**src/rtl/occ_pkg.sv**
```systemverilog
package occ_pkg;
  typedef enum logic [1:0] {
    LIM_CAP  = 2'd0,
    LIM_THR  = 2'd1,
    LIM_REG  = 2'd2,
    LIM_SMEM = 2'd3
  } lim_e;

  typedef enum logic [2:0] {
    S_IDLE, S_CHECK, S_DTHR, S_DREG, S_DSMEM, S_PICK, S_DOCC, S_DONE
  } st_e;
endpackage

```
**src/rtl/occ_round.sv**
```systemverilog
module occ_round #(
  parameter int W  = 12,
  parameter int LG = 5
) (
  input  logic [W-1:0] din,
  output logic [W:0]   dout
);
  localparam logic [W:0] MASK = (W+1)'((1 << LG) - 1);
  logic [W:0] sum;
  always_comb begin
    sum  = {1'b0, din} + MASK;
    dout = sum & ~MASK;
  end
endmodule

```
**src/rtl/occ_div.sv**
```systemverilog
module occ_div #(
  parameter int DW = 24
) (
  input  logic          clk,
  input  logic          rst_n,
  input  logic          go,
  input  logic [DW-1:0] num,
  input  logic [DW-1:0] den,
  output logic          done,
  output logic [DW-1:0] quo
);
  localparam int CNTW = $clog2(DW + 1);

  logic [DW-1:0] rem, n_q, d_q;
  logic [CNTW-1:0] cnt;
  logic busy;
  logic [DW:0] rem_sh, diff;
  logic ge;
  logic unused_diff_top;

  always_comb begin
    rem_sh = {rem, quo[DW-1]};
    diff   = rem_sh - {1'b0, d_q};
    ge     = rem_sh >= {1'b0, d_q};
    unused_diff_top = diff[DW];
  end

  always_ff @(posedge clk) begin
    if (!rst_n) begin
      rem <= '0; quo <= '0; n_q <= '0; d_q <= '0;
      cnt <= '0; busy <= 1'b0; done <= 1'b0;
    end else begin
      done <= 1'b0;
      if (go) begin
        rem <= '0; quo <= num; n_q <= num; d_q <= den;
        cnt <= CNTW'(DW); busy <= 1'b1;
      end else if (busy) begin
        rem <= ge ? diff[DW-1:0] : rem_sh[DW-1:0];
        quo <= {quo[DW-2:0], ge};
        cnt <= cnt - 1'b1;
        if (cnt == CNTW'(1)) begin
          busy <= 1'b0;
          done <= 1'b1;
        end
      end
    end
  end

  // floor division underlies the bounds of R2
  assert_div_exact_R2: assert property (@(posedge clk) disable iff (!rst_n)
    done |-> ((2*DW)'(quo) * (2*DW)'(d_q) <= (2*DW)'(n_q)) &&
             ((2*DW)'(n_q) - (2*DW)'(quo) * (2*DW)'(d_q) < (2*DW)'(d_q)));
endmodule

```
**src/rtl/occ_pick.sv**
```systemverilog
module occ_pick
  import occ_pkg::*;
#(
  parameter int CW = 6,
  parameter int DW = 24
) (
  input  logic [CW-1:0] cap,
  input  logic [DW-1:0] lim_thr,
  input  logic [DW-1:0] lim_reg,
  input  logic [DW-1:0] lim_smem,
  output logic [CW-1:0] blocks,
  output lim_e          code
);
  logic [DW-1:0] best;
  logic unused_best_hi;
  always_comb begin
    best = DW'(cap);
    code = LIM_CAP;
    // strict compares keep the earlier code on a tie
    if (lim_thr < best)  begin best = lim_thr;  code = LIM_THR;  end
    if (lim_reg < best)  begin best = lim_reg;  code = LIM_REG;  end
    if (lim_smem < best) begin best = lim_smem; code = LIM_SMEM; end
    blocks = best[CW-1:0];
    unused_best_hi = ^best[DW-1:CW];
  end
endmodule

```
**src/rtl/occ_calc.sv**
```systemverilog
module occ_calc
  import occ_pkg::*;
#(
  parameter int TW           = 12,
  parameter int RW           = 8,
  parameter int PW           = 17,
  parameter int SW           = 17,
  parameter int CW           = 6,
  parameter int WARP_LG      = 5,
  parameter int REG_PAGE_LG  = 8,
  parameter int SMEM_PAGE_LG = 7,
  parameter int OCC_W        = 7
) (
  input  logic                      clk,
  input  logic                      rst_n,
  input  logic [CW-1:0]             cfg_blk_cap,
  input  logic [TW-1:0]             cfg_thr_pool,
  input  logic [PW-1:0]             cfg_reg_pool,
  input  logic [SW-1:0]             cfg_smem_pool,
  input  logic                      req_valid,
  output logic                      req_ready,
  input  logic [TW-1:0]             req_threads,
  input  logic [RW-1:0]             req_regs,
  input  logic [SW-1:0]             req_smem,
  output logic                      res_valid,
  input  logic                      res_ready,
  output logic [CW-1:0]             res_blocks,
  output logic [1:0]                res_limit,
  output logic                      res_bad,
  output logic [CW+TW-WARP_LG:0]    res_warps,
  output logic [OCC_W-1:0]          res_occ
);
  localparam int DW  = TW + RW + 4;
  localparam int WW  = CW + TW + 1 - WARP_LG;
  localparam int WPB = TW + 1 - WARP_LG;
  localparam int RQW = TW + RW + 1;

  st_e st;
  logic [CW-1:0] cap_q;
  logic [TW-1:0] tpool_q, thr_q;
  logic [PW-1:0] rpool_q;
  logic [SW-1:0] spool_q, smem_q;
  logic [RW-1:0] regs_q;

  logic [TW:0]   thr_rnd;
  logic [RQW-1:0] reg_raw;
  logic [RQW:0]  reg_rnd;
  logic [SW:0]   smem_rnd;

  occ_round #(.W(TW),  .LG(WARP_LG))      u_rthr (.din(thr_q),   .dout(thr_rnd));
  occ_round #(.W(RQW), .LG(REG_PAGE_LG))  u_rreg (.din(reg_raw), .dout(reg_rnd));
  occ_round #(.W(SW),  .LG(SMEM_PAGE_LG)) u_rsm  (.din(smem_q),  .dout(smem_rnd));

  logic bad_thr, bad_reg, bad_smem;
  logic [WPB-1:0] wpb;
  logic [TW-WARP_LG-1:0] warp_max;
  always_comb begin
    reg_raw  = RQW'(thr_rnd) * RQW'(regs_q);
    bad_thr  = (thr_q == '0) || (thr_rnd > {1'b0, tpool_q});
    bad_reg  = DW'(reg_rnd) > DW'(rpool_q);
    bad_smem = DW'(smem_rnd) > DW'(spool_q);
    wpb      = thr_rnd[TW:WARP_LG];
    warp_max = tpool_q[TW-1:WARP_LG];
  end

  logic [DW-1:0] lim_thr, lim_reg, lim_smem;
  logic [CW-1:0] pick_blocks;
  lim_e          pick_code;
  logic [WW-1:0] act_warps;

  occ_pick #(.CW(CW), .DW(DW)) u_pick (
    .cap(cap_q), .lim_thr(lim_thr), .lim_reg(lim_reg), .lim_smem(lim_smem),
    .blocks(pick_blocks), .code(pick_code));

  always_comb act_warps = WW'(pick_blocks) * WW'(wpb);

  logic          div_go, div_done;
  logic [DW-1:0] div_n, div_d, div_q;
  logic          unused_occ_hi;
  always_comb unused_occ_hi = ^div_q[DW-1:OCC_W];

  occ_div #(.DW(DW)) u_div (
    .clk(clk), .rst_n(rst_n), .go(div_go), .num(div_n), .den(div_d),
    .done(div_done), .quo(div_q));

  lim_e res_code;
  assign req_ready = (st == S_IDLE);
  assign res_valid = (st == S_DONE);
  assign res_limit = res_code;

  always_ff @(posedge clk) begin
    if (!rst_n) begin
      st <= S_IDLE;
      cap_q <= '0; tpool_q <= '0; rpool_q <= '0; spool_q <= '0;
      thr_q <= '0; regs_q <= '0; smem_q <= '0;
      lim_thr <= '0; lim_reg <= '0; lim_smem <= '0;
      div_go <= 1'b0; div_n <= '0; div_d <= '0;
      res_blocks <= '0; res_code <= LIM_CAP; res_bad <= 1'b0;
      res_warps <= '0; res_occ <= '0;
    end else begin
      div_go <= 1'b0;
      case (st)
        S_IDLE: if (req_valid) begin
          cap_q <= cfg_blk_cap; tpool_q <= cfg_thr_pool;
          rpool_q <= cfg_reg_pool; spool_q <= cfg_smem_pool;
          thr_q <= req_threads; regs_q <= req_regs; smem_q <= req_smem;
          st <= S_CHECK;
        end
        S_CHECK: begin
          if (bad_thr || bad_reg || bad_smem) begin
            res_bad <= 1'b1; res_blocks <= '0; res_warps <= '0; res_occ <= '0;
            res_code <= bad_thr ? LIM_THR : (bad_reg ? LIM_REG : LIM_SMEM);
            st <= S_DONE;
          end else begin
            res_bad <= 1'b0;
            div_go <= 1'b1; div_n <= DW'(tpool_q); div_d <= DW'(thr_rnd);
            st <= S_DTHR;
          end
        end
        S_DTHR: if (div_done) begin
          lim_thr <= div_q;
          if (reg_rnd == '0) begin
            lim_reg <= '1;
            if (smem_rnd == '0) begin lim_smem <= '1; st <= S_PICK; end
            else begin
              div_go <= 1'b1; div_n <= DW'(spool_q); div_d <= DW'(smem_rnd);
              st <= S_DSMEM;
            end
          end else begin
            div_go <= 1'b1; div_n <= DW'(rpool_q); div_d <= DW'(reg_rnd);
            st <= S_DREG;
          end
        end
        S_DREG: if (div_done) begin
          lim_reg <= div_q;
          if (smem_rnd == '0) begin lim_smem <= '1; st <= S_PICK; end
          else begin
            div_go <= 1'b1; div_n <= DW'(spool_q); div_d <= DW'(smem_rnd);
            st <= S_DSMEM;
          end
        end
        S_DSMEM: if (div_done) begin
          lim_smem <= div_q;
          st <= S_PICK;
        end
        S_PICK: begin
          res_blocks <= pick_blocks;
          res_code   <= pick_code;
          res_warps  <= act_warps;
          div_go <= 1'b1;
          div_n  <= DW'(act_warps) * DW'(100);
          div_d  <= DW'(warp_max);
          st <= S_DOCC;
        end
        S_DOCC: if (div_done) begin
          res_occ <= div_q[OCC_W-1:0];
          st <= S_DONE;
        end
        S_DONE: if (res_ready) st <= S_IDLE;
        default: st <= S_IDLE;
      endcase
    end
  end

  assert_result_hold_R8: assert property (@(posedge clk) disable iff (!rst_n)
    res_valid && !res_ready |=> res_valid && $stable(res_blocks) && $stable(res_limit)
      && $stable(res_bad) && $stable(res_warps) && $stable(res_occ));

  assert_accept_closes_R8: assert property (@(posedge clk) disable iff (!rst_n)
    req_valid && req_ready |=> !req_ready && !res_valid);

  assert_under_cap_R1: assert property (@(posedge clk) disable iff (!rst_n)
    res_valid |-> res_blocks <= cap_q);

  assert_bad_empty_R6: assert property (@(posedge clk) disable iff (!rst_n)
    res_valid && res_bad |-> res_blocks == '0 && res_warps == '0 && res_occ == '0);

  assert_occ_range_R7: assert property (@(posedge clk) disable iff (!rst_n)
    res_valid |-> res_occ <= OCC_W'(100));
endmodule

```
**config.mk**
```make
export PLATFORM = sky130hd
export DESIGN_NAME = occ_calc
export DESIGN_NICKNAME = d
export VERILOG_FILES = /design/src/rtl/occ_pkg.sv /design/src/rtl/occ_round.sv /design/src/rtl/occ_div.sv /design/src/rtl/occ_pick.sv /design/src/rtl/occ_calc.sv
export SDC_FILE = /design/constraint.sdc
export NUM_CORES = 1
export LEC_CHECK = 0
export BUFFER_PORTS_ARGS = -buffer_cell sky130_fd_sc_hd__buf_2
export CAP_MARGIN = 0
export CORE_MARGIN = 3
export CORE_UTILIZATION = 58
export CTS_BUF_LIST = sky130_fd_sc_hd__clkbuf_8
export DETAILED_ROUTE_END_ITERATION = 6
export PLACE_DENSITY = 0.87
export SYNTH_ARGS = -nofsm -noshare
export SYNTH_HDL_FRONTEND = slang
export SYNTH_SLANG_ARGS = --single-unit
```
**constraint.sdc**
```tcl
create_clock -name clk -period 11.2 [get_ports clk]
set_input_delay 0.56 -clock clk [delete_from_list [all_inputs] [get_ports clk]]
set_output_delay 0.56 -clock clk [all_outputs]
set_load 0.03 [all_outputs]
```
# ---- Word-level counts from Yosys, hierarchy flattened
# Index checks and enable logic that the tools add are counted.
dict set report totals {
  reg_bits 322
  inputBits 93
  output_inout_bits 32
  elab_cells 147
}
dict set report classes {
  n_addsub 5
  mul 3
  n_lt_le_gt_ge 7
  eq_ne 17
  n_mux 64
  bitwise 2
  n_reduce_logical 23
}
# cell count
set op_table {}
lappend op_table {{two-way mux 24 bit} 22}
lappend op_table {{one-hot mux 24 bit (4 select lines)} 2}
lappend op_table {{one-hot mux 24 bit (3 select lines)} 1}
lappend op_table {{less-than comparator 24 bit} 2}
lappend op_table {{one-hot mux 24 bit (2 select lines)} 1}
lappend op_table {{one-hot mux 14 bit (2 select lines)} 1}
lappend op_table {{>= comparator 25 x 24 -> 1 bit} 1}
lappend op_table {{less-than comparator 24 x 6 -> 1 bit} 1}
lappend op_table {{two-way mux 3 bit} 8}
lappend op_table {{one-hot mux 3 bit (8 select lines)} 1}
lappend op_table {{subtractor 24 bit} 1}
lappend op_table {{adder 21 x 8 -> 22 bit (second input constant)} 1}
lappend op_table {{> comparator 22 x 17 -> 1 bit} 1}
lappend op_table {{logical NOT 22 bit} 1}
lappend op_table {{multiplier 14 x 5 -> 19 bit (second input constant)} 1}
lappend op_table {{adder 17 x 7 -> 18 bit (second input constant)} 1}
lappend op_table {{> comparator 18 x 17 -> 1 bit} 1}
lappend op_table {{logical NOT 18 bit} 1}
lappend op_table {{multiplier 8 x 8 -> 16 bit} 1}
lappend op_table {{multiplier 6 x 8 -> 14 bit} 1}
lappend op_table {{two-way mux 14 bit} 1}
lappend op_table {{two-way mux 7 bit} 2}
lappend op_table {{one-hot mux 7 bit (2 select lines)} 1}
lappend op_table {{adder 12 x 5 -> 13 bit (second input constant)} 1}
lappend op_table {{other kinds (29)} 66}

# ---- Depth between registers and ports, before layout
# Gate-level depths: netlist of the first run.
dict set report logic_depth {
  word_depth 9
  mapped_depth 53
  ltp_nobuf 52
}

# ---- By module
# From an unflattened synthesis of the first run, not the netlist that was laid out.
dict set report hier_totals {
  cells_unflattened 2920
  area_unflattened_um2 23810.3
}
# module n_inst cells_each area_per_inst_um2 seq_area_each_um2
set modules_own_cells {}
lappend modules_own_cells {occ_calc 1 2017 16683.5 4864.7}
lappend modules_own_cells {occ_div 1 584 4840.9 1581.5}
lappend modules_own_cells {occ_pick 1 213 1530.2 0.0}
lappend modules_own_cells {{occ_round (u_rreg)} 1 45 316.6 0.0}
lappend modules_own_cells {{occ_round (u_rsm)} 1 33 250.2 0.0}
lappend modules_own_cells {{occ_round (u_rthr)} 1 28 188.9 0.0}

# ---- Worst setup path after synthesis of the first run
# No wires, ideal clock.
dict set report synth_timing {
  kind {reg2reg}
  startpoint {register cap_q[2]}
  endpoint {register div_n[19]}
  setup_time_ns 0.117
  t_arrival_ns 11.210
  t_required_ns 11.083
  slack_ns -0.127
  path_stages_with_launch 52
  path_buffers 2
  synth_period_minus_slack_ns 11.327
  cell_sequence {dfxtp_1 -> inv_1 -> ha_1 -> nand2_1 -> o21ai_0 -> a21oi_1 -> o21ai_2 -> mux2i_1 -> ha_1 -> a21oi_1 -> o21ai_0 -> a22oi_1 -> nand3_1 -> a21o_1 -> a21oi_1 -> clkbuf_1 -> clkbuf_1 -> nand2_1 -> (+16 left out) -> nand3_1 -> o211ai_1 -> nor2_1 -> xor2_1 -> inv_1 -> ha_1 -> ha_1 -> inv_1 -> fa_1 -> inv_1 -> ha_1 -> and3_1 -> a211oi_1 -> o21bai_1 -> a21oi_1 -> o21ai_0 -> xor2_1 -> a22o_1}
}
dict set report synth_between {
  elab_chain_cells 9
}
# item line
set synth_lines {}
lappend synth_lines {{start: declaration} occ_calc.sv:39} ;# logic [CW-1:0] cap_q;
lappend synth_lines {{start signal: assignment} occ_calc.sv:104} ;# cap_q <= cfg_blk_cap; tpool_q <= cfg_thr_pool;
lappend synth_lines {{less-than comparator 24 x 6 -> 1 bit} occ_pick.sv:20} ;# if (lim_thr < best) begin best = lim_thr; code = LIM_THR; end
lappend synth_lines {{two-way mux 24 bit (*)} occ_pick.sv:20}
lappend synth_lines {{less-than comparator 24 bit} occ_pick.sv:21} ;# if (lim_reg < best) begin best = lim_reg; code = LIM_REG; end
lappend synth_lines {{two-way mux 24 bit (*)} occ_pick.sv:21}
lappend synth_lines {{less-than comparator 24 bit} occ_pick.sv:22} ;# if (lim_smem < best) begin best = lim_smem; code = LIM_SMEM; end
lappend synth_lines {{two-way mux 6 bit (*)} occ_pick.sv:22}
lappend synth_lines {{multiplier 6 x 8 -> 14 bit (*)} occ_calc.sv:75} ;# always_comb act_warps = WW'(pick_blocks) * WW'(wpb);
lappend synth_lines {{multiplier 14 x 5 -> 19 bit (*)} occ_calc.sv:151} ;# div_n <= DW'(act_warps) * DW'(100);
lappend synth_lines {{one-hot mux 24 bit (4 select lines) (*)} occ_calc.sv:102} ;# case (st)
lappend synth_lines {{end signal: assignment} occ_calc.sv:151}
lappend synth_lines {{end: declaration} occ_calc.sv:78} ;# logic [DW-1:0] div_n, div_d, div_q;
# Every way passes the cells marked *; elsewhere a longest branch is shown, timed or not.
# A chain may end at the register's enable or synchronous reset.

# ---- Final worst setup path of the first run
dict set report layout_timing {
  startpoint {register lim_thr[9]}
  endpoint {register div_n[18]}
}
dict set report layout_between {
  elab_chain_cells 9
}
# item line
set layout_lines {}
lappend layout_lines {{start: declaration} occ_calc.sv:66} ;# logic [DW-1:0] lim_thr, lim_reg, lim_smem;
lappend layout_lines {{start signal: assignment} occ_calc.sv:121} ;# lim_thr <= div_q;
lappend layout_lines {{less-than comparator 24 x 6 -> 1 bit} occ_pick.sv:20}
lappend layout_lines {{two-way mux 24 bit (*)} occ_pick.sv:20}
lappend layout_lines {{less-than comparator 24 bit} occ_pick.sv:21}
lappend layout_lines {{two-way mux 24 bit (*)} occ_pick.sv:21}
lappend layout_lines {{less-than comparator 24 bit} occ_pick.sv:22}
lappend layout_lines {{two-way mux 6 bit (*)} occ_pick.sv:22}
lappend layout_lines {{multiplier 6 x 8 -> 14 bit (*)} occ_calc.sv:75}
lappend layout_lines {{multiplier 14 x 5 -> 19 bit (*)} occ_calc.sv:151}
lappend layout_lines {{one-hot mux 24 bit (4 select lines) (*)} occ_calc.sv:102}
# Marks and branches as above.

==> results of run 1 <==
## cell usage after synthesis, types with 16 or more instances
cell | number | area share [%]
xor2_1 | 32 | 1.3
o211ai_1 | 31 | 1.1
and3_1 | 18 | 0.53
mux2i_1 | 80 | 3.7
a31oi_1 | 17 | 0.50
clkbuf_1 | 104 | 1.8
o221a_2 | 48 | 2.5
nor3_1 | 28 | 0.66
nand4_1 | 24 | 0.70
and2_1 | 32 | 0.94
dfxtp_1 | 322 | 30
nor2_1 | 219 | 3.8
a21oi_1 | 260 | 6.1
a21o_1 | 29 | 1.0
nor2b_1 | 39 | 1.1
fa_1 | 71 | 6.6
nand3_1 | 40 | 0.94
nand2_1 | 367 | 6.4
o21ai_0 | 73 | 1.7
inv_1 | 215 | 3.8
ha_1 | 205 | 12
a211oi_1 | 33 | 1.2
o21a_1 | 16 | 0.56
nor4_1 | 17 | 0.50
xnor2_1 | 48 | 2.0
## cell families after synthesis
logic type	after synthesis
simple gates	847
compound gates	630
buf+inv	342
flops	322
fa+ha+maj	276
mux	85
xor+xnor	80
other cells	1
## path summary, 6_finish.rpt
| check | endpoint | slack [ns] | depth (start not counted) |
|---|---|---|---|
| worst max register to register | div_n[18]$_SDFFE_PN0P_ | 0.20 | 48 |
| worst min register to register | smem_q[0]$_SDFFE_PN0P_ | 0.46 | 2 |
| worst max-delay path | div_n[18]$_SDFFE_PN0P_ | 0.20 | 48 |
| worst min-delay path | thr_q[2]$_SDFFE_PN0P_ | 0.16 | 3 |
## timing repair
action	in CTS	in global routing
setup endpoints to repair	8	11
gates resized for setup	9	78
buffers inserted	0	16
hold buffers	0	0
gates cloned	0	0
pin swaps	2	35
## area by class of cell
type | count | share of cell area (%)
multi-input cells | 1936 | 58.2
diodes | 1 | 0.0103
clock buffers | 70 | 3.96
flip-flops and latches | 322 | 26.5
inverters | 217 | 3.37
repair buffers | 190 | 4.64
clock inverters | 25 | 0.977
well taps | 461 | 2.37
## worst min-delay path: cells and delay by family
| kind | cells | cell delay (ns) |
|---|---|---|
| AND/OR/NAND/NOR | 1 | 0.04 |
| buffers and inverters | 1 | 0.10 |
| AO/OA/AOI/OAI | 1 | 0.05 |
## power by group through the flow
stage | Combinational (mW) | Sequential, mW | Clock [mW]
after floorplan | 1.64 | 1.38 | 0
after global routing | 2.39 | 1.45 | 1.21
after CTS | 2.11 | 1.43 | 1.16
after global placement | 2.03 | 1.44 | 0
final | 2.17 | 1.44 | 1.15
after detailed placement | 2.09 | 1.45 | 0
## per-layer routing
| layer | global-route usage [%] | up-vias | wire length, microns |
|---|---|---|---|
| met5 | 0 | - | 0 |
| met4 | 14.4 | 0 | 3260 |
| met3 | 6.07 | 229 | 5530 |
| met2 | 52.1 | 933 | 29600 |
| met1 | 39.0 | 9441 | 24600 |
| li1 | - | 9258 | - |
## per-stage QoR
step / TNS, ns / instance area (sq um) / utilization (%)
final: 0 / 24300 / 67.6
after floorplan: 0 / 21500 / -
after CTS: 0 / 23800 / 66.2
after global routing: -2.41 / 24300 / 67.6
after detailed placement: -1.16 / 22600 / 62.7
after global placement: 0 / 22600 / 62.7
==> qor.yml, run 1 <==
status: "finished with violations"
violations: "DRC"
power_mw: 4.77
netlist_area_sq_um: 21400
cpMostUsedCell: "inv_1"
rsz0062_at_grt: "true"
cts_tree: "built"
cts_root_buf: "clkbuf_8"
synth_flop_cell: "dfxtp_1"
synth-async-reset-ratio_pct: 0
core-area_sq_um: 36000
worst_path_largest_cell_delay_ns: 0.54
final_common_cell: "nand2_1"
min_from: "req_threads[2]"
synthMuxAreaShare_pct: 4.02
yosys.area_share.xor_xnor_pct: 3.28
antenna_found_initial: 0
post_drt_wl_per_cell_microns: 19.6
fin_crit_ns: 11.00
synth_compound_area_share_pct: 19.8
sequentialPowerShare_pct: 30.2
grt_pass1_vias: 19500
hold_viol: 0
finalSetupViolations: 0
syn2layout_area_growth_pct: 13.7
clk_pin_slew_ns: 0.07
clkLatencyLatePin_ns: 0.65
cap_violations: 0
internal_power_mw: 2.74
place_congestion: 1.04
synthCells: 2583
grtUsageTotal_pct: 31.1
path_delay_family: "adder cells"
nets: 3089
dp_slack_ns: -0.276
crit_fanout: 7
mostFrequentLayoutCells: "nand2_1 (366), dfxtp_1 (318), a21oi_1 (246)"
cpMaxStageDelayCell: "fa_1"
numPortBuffers: 124
htreeDepth: 2
grt_max_degree: 115
drt_iter0_drc: 2021
cp.required_ns: 11.75
tightest_slew_ns: 1.22
gr-total-overflow: 0
synthAdderAreaFrac_pct: 18.6
vias_per_cell: 6.16
clock_skew_ns: 0.0295
crit_type: "reg2reg"
worst_hold_path_type: "in2reg"
final_cells: 3222
cp_num_buf_inv: 10
p_per_area_nw_per_um2: 196
cts_sinks: 322
crit_path_start_kind: "flop"
hold_slack_ns: 0.158
cts_buffer_depth: 3
core.rowCount: 69
firstDrtPassIters: 7
arrival_ns: 11.54
dieHeight_microns: 198
initial_core_util_pct: 59.4
leakagePower_nw: 10.7
drt_wl_total_mm: 63.0
drive_above_1_share_pct: 15.8
numCtsBuffers: 53
ys_seq_area_share_pct: 30.1
max_freq_mhz: 90.9
die_x_microns: 198
yosysWarnings: 0
clkPwrFrac_pct: 24.2
io_pins: 125
pwr-share-comb_pct: 45.6
worst_setup_path_end_kind: "flop"
placedCellCount: 3110
ant_nets: 0
multiInputGateArea_sq_um: 14100
drc_errors: 19
ys_ff_latch: 322
regArea_sq_um: 6450
r2r_start: "lim_thr[9]$_SDFFE_PN0P_"
place_hpwl_mm: 45.7
maxSlewViolCount: 0
fillers: 2762
maxSlewHeadroom_pct: 18.4
synth_top_family_by_area: "compound AO/OA/AOI/OAI gates"
finalCritPeriodShare_pct: 98.2
fin_ws_ns: 0.204
switchingPower_mw: 2.03
swShare_pct: 42.6
die_area_sq_um: 39200
synthSimpleGateAreaFrac_pct: 18.0
peakVddDrop_mv: 0.317
critical_path.startpoint: "lim_thr[9]$_SDFFE_PN0P_"
postSynthAreaPerCell_sq_um: 8.28
synth_cell_types: 91
grt_pass1_wl_mm: 98.7
vias: 19900
synth-edff-count: 0
(Power assumes the default switching activity.)
==> run 2, diff against run 1 <==
BUFFER_PORTS_ARGS = default   (was -buffer_cell sky130_fd_sc_hd__buf_2)
CORE_UTILIZATION = 60   (was 58)
DONT_BUFFER_PORTS = 1   (was default)
==> qor.yml, run 2 (synthesized netlist as in run 1, its figures left out) <==
drc_errors: 0  # -19
finalSetupViolations: 0  # unchanged
maxSlewHeadroom_pct: 11.3  # -7.1 points
arrival_ns: 11.60  # +0.06 ns
crit_fanout: 12  # +5
cpMostUsedCell: "buf_4"
drt_wl_total_mm: 64.7  # +2.6%
grt_max_degree: 90  # -22%
internal_power_mw: 2.74  # +0.25%
clock_skew_ns: 0.0321  # +0.00264 ns
mostFrequentLayoutCells: "nand2_1 (364), dfxtp_1 (316), a21oi_1 (250)"
htreeDepth: 2  # unchanged
cp.required_ns: 11.73  # -0.02 ns
final_common_cell: "nand2_1"
syn2layout_area_growth_pct: 13.2
clkPwrFrac_pct: 24.4  # +0.2 points
numPortBuffers: 0  # -100%
grt_pass1_vias: 19200  # -1.4%
cts_buffer_depth: 3  # unchanged
final_cells: 3133  # -2.8%
hold_viol: 0  # unchanged
switchingPower_mw: 2.04  # +0.60%
crit_type: "reg2reg"
vias_per_cell: 6.33  # +2.6%
maxSlewViolCount: 0  # unchanged
core-area_sq_um: 34900  # -3.1%
grt_pass1_wl_mm: 98.4  # -0.37%
peakVddDrop_mv: 0.379  # +19%
cp_num_buf_inv: 11  # +1
max_freq_mhz: 90.3  # -0.69%
p_per_area_nw_per_um2: 198  # +0.82%
worst_path_largest_cell_delay_ns: 0.59  # +0.05 ns
drt_iter0_drc: 2046  # +1.2%
placedCellCount: 3029  # -2.6%
tightest_slew_ns: 1.33  # +0.105 ns
worst_setup_path_end_kind: "flop"
sequentialPowerShare_pct: 30.6  # +0.4 points
grtUsageTotal_pct: 31.7  # +0.60 points
gr-total-overflow: 0  # unchanged
core.rowCount: 68  # -1.4%
cts_tree: "built"
finalCritPeriodShare_pct: 98.9  # +0.68 points
clk_pin_slew_ns: 0.07  # about the same
dieHeight_microns: 195  # -1.6%
tns_ns: 0  # unchanged
leakagePower_nw: 10.4  # -2.7%
vias: 19800  # -0.21%
clkLatencyLatePin_ns: 0.65  # about the same
crit_path_start_kind: "flop"
post_drt_wl_per_cell_microns: 20.6  # +5.5%
place_hpwl_mm: 45.6  # -0.24%
final_util_pct: 69.4  # +1.9 points
initial_core_util_pct: 61.3  # +1.9 points
die_area_sq_um: 38000  # -3.2%
antenna_cells: 0  # -1
nets: 3014  # -2.4%
cap_violations: 0  # unchanged
die_x_microns: 195  # -1.6%
swShare_pct: 42.7  # +0.086 points
fillers: 2608  # -5.6%
numCtsBuffers: 53  # unchanged
io_pins: 125  # unchanged
cts_sinks: 322  # unchanged
ant_nets: 0  # unchanged
worst_hold_path_type: "in2reg"
status: "finished, final reports clean"
path_delay_family: "adder cells"
hold_buffers: 0  # unchanged
pwr-share-comb_pct: 45.0  # -0.6 points
fin_crit_ns: 11.07  # +0.0762 ns
drive_above_1_share_pct: 13.7  # -2.1 points
cts_root_buf: "clkbuf_8"
antenna_found_initial: 2  # +2
firstDrtPassIters: 6  # -1
power_mw: 4.78  # +0.40%
place_congestion: 0.978  # -6.3%
cpMaxStageDelayCell: "or4_4"
r2r_slack_ns: 0.13  # -0.08 ns
[run 2: cell types whose count changed in the layout (fill, tap and decap cells not counted), sizes merged]
cell,delta
clkinv,-5
diode,-1
buf,-75
clkinvlp,-3
bufinv,+3
inv,+5
clkbuf,-7
[run 2: final cells by class]
cell class                      instances  area (sq um)  share of cell area, %
Inverter                              217           820                   3.38
Clock buffer                           63           867                   3.58
Sequential cell                       322          6450                   26.6
Multi-Input combinational cell       1936         14300                   59.2
Tap cell                              455           569                   2.35
Clock inverter                         25           292                   1.20
Timing Repair Buffer                  115           887                   3.66
[run 2: power by group through the flow]
stage | Combinational [mW] | Clock, mW | Sequential, mW
after floorplan | 1.64 | 0 | 1.38
after global placement | 1.98 | 0 | 1.47
after detailed placement | 2.03 | 0 | 1.48
after CTS | 2.07 | 1.17 | 1.45
after global routing | 2.33 | 1.22 | 1.48
final | 2.15 | 1.17 | 1.47
[run 2: stage by stage]
| stage | instance area, sq um | hold slack (ns) | setup slack [ns] |
|---|---|---|---|
| after global routing | 24200 | 0.0464 | -0.331 |
| after CTS | 23600 | 0.0132 | 0.00737 |
| after global placement | 22300 | 0.437 | 0.102 |
| after detailed placement | 22300 | 0.442 | -0.304 |
| after floorplan | 21500 | 0.430 | 0.0464 |
| final | 24200 | 0.0447 | 0.128 |
[run 2: worst register-to-register path, delay by kind of cell, from the launching register on]
kind | cells | cell delay (ns)
multiplexers | 2 | 0.60
buffers and inverters | 11 | 1.30
adder cells (fa/ha/maj) | 9 | 3.57
AND/OR/NAND/NOR | 10 | 1.96
flip-flops | 1 | 0.33
XOR/XNOR | 3 | 0.34
AO/OA/AOI/OAI | 15 | 2.87
[run 2: path summary, 6_finish.rpt]
kind | start | to | cells after the start
setup / recovery | lim_thr[6]$_SDFFE_PN0P_ | div_n[17]$_SDFFE_PN0P_ | 50
hold / removal | req_regs[1] | regs_q[1]$_SDFFE_PN0P_ | 2
setup reg to reg | lim_thr[6]$_SDFFE_PN0P_ | div_n[17]$_SDFFE_PN0P_ | 50
hold reg to reg | smem_q[6]$_SDFFE_PN0P_ | smem_q[6]$_SDFFE_PN0P_ | 2
[run 2: what timing repair did]
| item | 4_1_cts | 5_1_grt |
|---|---|---|
| pin swaps | 4 | 45 |
| setup buffers | 6 | 11 |
| endpoints found under the setup margin | 10 | 11 |
| resized for setup | 10 | 101 |
[run 2: metal layers]
layer | routed length [microns] | GRT usage [%] | vias up
li1 | - | - | 9106
met1 | 25000 | 39.5 | 9433
met2 | 30200 | 52.6 | 1032
met3 | 5660 | 4.97 | 246
met4 | 3800 | 17.9 | 2
met5 | 19 | 0.639 | -
